==> src/rtl/brc_pkg.sv <==
package brc_pkg;
  localparam int CODE_W  = 3;
  localparam int NCODES  = 1 << CODE_W;
  localparam int WORD_W  = 32;

  typedef enum logic [CODE_W-1:0] {
    CC_NEVER   = 3'd0,
    CC_ALWAYS  = 3'd1,
    CC_ZERO    = 3'd2,
    CC_NONZERO = 3'd3,
    CC_POS     = 3'd4,
    CC_NEG     = 3'd5,
    CC_RSV6    = 3'd6,
    CC_RSV7    = 3'd7
  } cc_e;
endpackage

==> src/rtl/brc_rst_sync.sv <==
module brc_rst_sync #(
  parameter int STAGES = 2
) (
  input  logic clk,
  input  logic arst_n,
  output logic srst_n
);
  logic [STAGES-1:0] sync_q;
  logic [STAGES-1:0] sync_d;

  always_comb begin
    sync_d = {sync_q[STAGES-2:0], 1'b1};
  end

  always_ff @(posedge clk or negedge arst_n) begin
    if (!arst_n) sync_q <= '0;
    else         sync_q <= sync_d;
  end

  assign srst_n = sync_q[STAGES-1];
endmodule

==> src/rtl/brc_code_decoder.sv <==
module brc_code_decoder #(
  parameter int CODE_W = 3,
  localparam int NSEL  = 1 << CODE_W
) (
  input  logic [CODE_W-1:0] code,
  output logic [NSEL-1:0]   sel
);
  for (genvar i = 0; i < NSEL; i++) begin : g_line
    assign sel[i] = (code == CODE_W'(i));
  end
endmodule

==> src/rtl/brc_word_tests.sv <==
module brc_word_tests #(
  parameter int WORD_W = 32,
  localparam int SIGN_BIT = WORD_W - 1
) (
  input  logic [WORD_W-1:0] word,
  output logic              is_zero,
  output logic              is_neg
);
  assign is_zero = ~|word;
  assign is_neg  = word[SIGN_BIT];
endmodule

==> src/rtl/brc_flag_reg.sv <==
module brc_flag_reg (
  input  logic clk,
  input  logic rst_n,
  input  logic en,
  input  logic d,
  output logic q
);
  logic q_nxt;

  always_comb begin
    q_nxt = q;
    if (en) q_nxt = d;
  end

  always_ff @(posedge clk or negedge rst_n) begin
    if (!rst_n) q <= 1'b0;
    else        q <= q_nxt;
  end
endmodule

==> src/rtl/brcond_eval.sv <==
module brcond_eval
  import brc_pkg::*;
#(
  parameter int W      = WORD_W,
  parameter int CW     = CODE_W,
  parameter int SYNC_N = 2,
  localparam int NSEL  = 1 << CW
) (
  input  logic          clk,
  input  logic          rst_n,
  input  logic [W-1:0]  bus_word,
  input  logic [CW-1:0] cond_code,
  input  logic          load_cond,
  output logic          cond_flag
);
  logic            rst_int_n;
  logic [NSEL-1:0] sel;
  logic [NSEL-1:0] outcome;
  logic            w_zero;
  logic            w_neg;
  logic            take_nxt;

  brc_rst_sync #(.STAGES(SYNC_N)) u_rst (
    .clk(clk), .arst_n(rst_n), .srst_n(rst_int_n)
  );

  brc_code_decoder #(.CODE_W(CW)) u_dec (
    .code(cond_code), .sel(sel)
  );

  brc_word_tests #(.WORD_W(W)) u_tst (
    .word(bus_word), .is_zero(w_zero), .is_neg(w_neg)
  );

  // One result per condition code; reserved codes stay 0.
  always_comb begin
    outcome = '0;
    outcome[int'(CC_ALWAYS)]  = 1'b1;
    outcome[int'(CC_ZERO)]    = w_zero;
    outcome[int'(CC_NONZERO)] = ~w_zero;
    outcome[int'(CC_POS)]     = ~w_neg;
    outcome[int'(CC_NEG)]     = w_neg;
  end

  assign take_nxt = |(outcome & sel);

  brc_flag_reg u_flag (
    .clk(clk), .rst_n(rst_int_n), .en(load_cond), .d(take_nxt), .q(cond_flag)
  );

  assert_onehot_sel_R2: assert property (@(posedge clk) disable iff (!rst_int_n)
    $onehot(sel));

  assert_never_R3: assert property (@(posedge clk) disable iff (!rst_int_n)
    (load_cond && cond_code == CC_NEVER) |=> !cond_flag);

  assert_always_R4: assert property (@(posedge clk) disable iff (!rst_int_n)
    (load_cond && cond_code == CC_ALWAYS) |=> cond_flag);

  assert_zero_R5: assert property (@(posedge clk) disable iff (!rst_int_n)
    (load_cond && cond_code == CC_ZERO) |=> (cond_flag == ($past(bus_word) == '0)));

  assert_sign_R8: assert property (@(posedge clk) disable iff (!rst_int_n)
    (load_cond && cond_code == CC_NEG) |=> (cond_flag == $past(bus_word[W-1])));

  assert_reserved_R9: assert property (@(posedge clk) disable iff (!rst_int_n)
    (load_cond && cond_code[CW-1] && cond_code[CW-2]) |=> !cond_flag);

  assert_hold_R10: assert property (@(posedge clk) disable iff (!rst_int_n)
    !load_cond |=> $stable(cond_flag));
endmodule

==> config.mk <==
export PLATFORM = sky130hd
export DESIGN_NAME = brcond_eval
export DESIGN_NICKNAME = d
export VERILOG_FILES = /design/src/rtl/brc_pkg.sv /design/src/rtl/brc_rst_sync.sv /design/src/rtl/brc_code_decoder.sv /design/src/rtl/brc_word_tests.sv /design/src/rtl/brc_flag_reg.sv /design/src/rtl/brcond_eval.sv
export SDC_FILE = /design/constraint.sdc
export NUM_CORES = 1
export LEC_CHECK = 0
export BUFFER_PORTS_ARGS = -buffer_cell sky130_fd_sc_hd__buf_2
export CAP_MARGIN = 20
export CORE_AREA = 2 2 39 41
export CTS_BUF_LIST = sky130_fd_sc_hd__clkbuf_4 sky130_fd_sc_hd__clkbuf_8 sky130_fd_sc_hd__clkbuf_16
export DETAILED_ROUTE_END_ITERATION = 12
export DIE_AREA = 0 0 41 43
export PLACE_DENSITY = 0.65
export SLEW_MARGIN = 20
export SYNTH_ARGS = -nofsm -noshare
export SYNTH_HDL_FRONTEND = slang
export SYNTH_SLANG_ARGS = --single-unit
==> constraint.sdc <==
create_clock -name clk -period 0.8 [get_ports clk]
set_clock_uncertainty 0.1 [all_clocks]
set_input_delay 0.08 -clock clk [delete_from_list [all_inputs] [get_ports clk]]
set_output_delay 0.08 -clock clk [all_outputs]
set_load 0.1 [all_outputs]
Word-level counts from Yosys, hierarchy flattened
Index checks and enable logic that the tools add are counted.

Flip-flop bits (word level): 3. Logic and storage cells: 15. Bits of input ports: 38.

Equal/unequal tests: 7. Reduce and logical (&&, ||, !) cells: 4. Bitwise logic cells: 2.

Operators by type and width (number): $reduce_or 32->1 (1); $eq 3x3->1 const B (4); $and 6x8->8 (1); $reduce_or 8->1 (1); $eq 3x2->1 const B (2); $eq 3x1->1 const B (1); $logic_not 3->1 (1); $logic_not 1->1 (1); $not 1->1 (1).

Depth between registers and ports, before layout
Word-level depth: 4. Depth in mapped cells: 5.

Modules after synthesis
Synthesis repeated with hierarchy kept, for this count alone.

Cells, all modules: 28. Area total of the unflattened synthesis: 266.5 um2.

By module, submodules not included: brc_word_tests (instances 1, cells an instance 12, area an instance 80.1 um2, sequential area each 0.0 um2); brc_code_decoder (instances 1, cells an instance 8, area an instance 65.1 um2, sequential area each 0.0 um2); brc_rst_sync (instances 1, cells an instance 3, area an instance 53.8 um2, sequential area each 50.0 um2); brc_flag_reg (instances 1, cells an instance 2, area an instance 40.0 um2, sequential area each 25.0 um2); brcond_eval (instances 1, cells an instance 3, area an instance 27.5 um2, sequential area each 0.0 um2).

Least setup slack after synthesis
No wires, ideal clock.

Path kind: reg-to-reg. Start point: reg, netlist name u_flag.q. End point: reg u_flag.q. Slack: -0.559 ns. Stages on the path, launching flop included: 3. Period minus slack after synthesis: 1.359 ns. Data arrival time: 1.167 ns. Buffers on the path: 0. Path through: dfrtp_1 > mux2i_1 > o31ai_2.

RTL lines: end signal, assigned (RTL line brc_flag_reg.sv:17) `else q <= q_nxt;`; end, declared (RTL line brc_flag_reg.sv:6) `output logic q`.

Worst setup path after layout
Start point: reg u_flag.q. End point: out cond_flag.

RTL lines: end, declared (RTL line brcond_eval.sv:14) `output logic cond_flag`.

No word-level cell between the ends.

==> impl_metrics.tcl <==
set metrics [dict create \
    synth_fa_ha_area_share_pct 0 \
    final_cell_area_sq_um 577 \
    drive_gt1_share_pct 80.9 \
    drv_slew 0 \
    postSynthCellCount 22 \
    cts_tree "done" \
    placed_cell_area_sq_um 459 \
    cts_buffers 3 \
    cts.sinks 3 \
    overflow 0 \
    fin_ws_ns -0.259 \
    fin_setup_tns_ns -0.432 \
    power_leakage_nw 0.265 \
    finalHoldViolCount 1 \
    antenna_cells 0 \
    die_w_um 41 \
    die_y_um 43 \
    path_delay_family "flip-flops" \
    hpwlAfterDp_um 711 \
    p_switching_mw 0.206 \
    avgRoutedWirePerCell_um 10.2 \
    synth_top_area_share_pct 34.9 \
    synth_edf_count 0 \
    cp_max_fo 2 \
    worstSetupPathType "reg2out" \
    status "finished with violations" \
    syn_area_per_cell_sq_um 9.78 \
    setup_viol 2 \
    powerDensity_nw_per_um2 1270 \
    clkTransAtPathRegs_ns 0.03 \
    core_sq_um 1380 \
    critPathRequiredTime_ns 0.62 \
    violations "hold timing, setup timing" \
    portBuffers 38 \
    drt_iter0_drc 1 \
    end_kind "primary output" \
    layout.cells.non_filler 84 \
    whs_ns -0.0430 \
    clk_latency_ns 0.23 \
    antenna_found_initial 0 \
    grtUsageMet1_pct 11.7 \
    synth_xor_area_share_pct 8.14 \
    vias_per_cell 4.26 \
    critical_path.max_stage_delay_ns 0.48 \
    async_flop_share_pct 100 \
    synth_nets 60 \
    rsz0062_at_grt "yes" \
    total_power_mw 0.732 \
    cts_root_buffer "clkbuf_4" \
    ys_seq_elements 3 \
    yosysMostFrequentCell "nor4_1" \
    ir_drop_mv 0.928 \
    vias 358 \
    hold_path.class "in2reg" \
    slowest_stage "dfrtp_4" \
    arrival_ns 0.88 \
    synth-compound-area-share_pct 5.81 \
    start_util_pct 15.6 \
    grt_util_met2_pct 17.8 \
    synth_area_leader_cell "dfrtp_1" \
    synthSimpleGateAreaFrac_pct 44.8 \
    postCtsHoldBufs 2 \
    clock.fmax_mhz 945 \
    cts_setup_buffers 0 \
    grt_max_degree 3 \
    dp.cells 78 \
    internal-power_mw 0.526 \
    io_pins 39 \
    synth_flop_cell "dfrtp_1" \
    ant_nets 0 \
    wl_um 859 \
    grt_pass1_vias 356 \
    crit_path_start_kind "flip-flop" \
    netlist_area_sq_um 215 \
    fin_nets 107 \
    synthMuxAreaShare_pct 4.65 \
    switching_share_pct 28.1 \
    yosysSeqAreaShare_pct 34.9 \
    post-route-util_pct 41.7 \
    htreeDepth 1 \
    place_congestion 0.658 \
    clk_path_buf_depth 2 \
    cap_violations 0 \
    grt_use_met3_pct 4.71 \
    rows 14 \
    busiest_layer "met2" \
    clkPwrFrac_pct 40.0 \
    crit_chain "buf_12" \
    yosysUniqueCellTypes 12 \
    drc 0 \
    critPathBufInv 1 \
    grt_pass1_wl_um 1320 \
    ys_top_cells_by_area "dfrtp_1, nor4_1, nor4_2, xnor2_1, nand4_1" \
    combPwrFrac_pct 35.8 \
    area_growth_pct 168 \
    drt-pass1-iter-count 2 \
    grt_use_total_pct 11.2 \
    synth_top_family_by_area "simple AND/OR/NAND/NOR gates" \
    fin_crit_ns 1.06 \
    die-area_sq_um 1760 \
    ys_warn_count 0 \
    fin_crit_sh_pct 132 \
    yosys-top-cells-count "nor4_1, dfrtp_1, nand4_1, nor4_2, xnor2_1" \
    p_seq_share_pct 24.2 \
]
worst paths after layout:
path	from	to	slack [ns]	cells after the start
setup / recovery	u_flag.q	cond_flag	-0.26	1
hold / removal	cond_code[2]	u_flag.q	-0.04	2
setup reg to reg	u_flag.q	u_flag.q	-0.16	2
hold reg to reg	u_rst.sync_q[0]	u_rst.sync_q[1]	0.24	0
max in group asynchronous	u_rst.sync_q[1]	u_flag.q	0.06	1
min in group asynchronous	rst_n	u_rst.sync_q[1]	0.06	2
flip-flops by register name, indices dropped and copies added, names as in the netlist:
name,cells
u_flag.q,1
u_rst.sync_q,2
logic make-up after synthesis:
group / after synthesis
mux: 1
flops: 3
other cells: 1
xor+xnor: 2
compound gates: 1
simple gates: 14
final cells by class:
type / instances / area (sq um)
tap: 16 / 20.0
clock buffer: 4 / 30.0
timing repair buffer: 42 / 253
fill: 141 / 807
multi-input combinational: 19 / 195
sequential: 3 / 78.8
routing by layer:
layer | share of wire (%) | vias to the layer above
met5 | 0 | -
met4 | 0 | 0
met3 | 13 | 0
met2 | 49 | 22
met1 | 37 | 157
li1 | - | 179
cells in the final DEF, fill, tap and decap left out, types with 2 or more instances in the layout:
cell,instances
buf_2,35
nor4_2,6
clkbuf_4,4
nor4_4,2
nand4_1,2
xnor2_1,2
dlygate4sd3_1,2
buf_6,2
buf_4,2
dfrtp_1,2
power by group through the flow:
stage               Sequential [mW]  Combinational, mW  Clock (mW)
floorplan                     0.228             0.0328           0
global placement              0.180              0.220           0
detailed placement            0.180              0.225           0
CTS                           0.178              0.255       0.312
global route                  0.178              0.281       0.324
finish                        0.177              0.262       0.293
repair_timing:
item,CTS,global route
endpoints found under the hold margin,4,1
gates resized for setup,7,3
endpoints found under the setup margin,2,2
pin swaps,1,1
per-stage QoR:
stage	setup WS, ns	hold WS [ns]
final	-0.259	-0.0430
after global routing	-0.281	-0.0281
after CTS	-0.274	-0.0547
after detailed placement	-0.475	-0.233
after global placement	-0.425	-0.234
after floorplan	-0.298	-0.316
No activity file was read; power rests on OpenSTA's default activity.
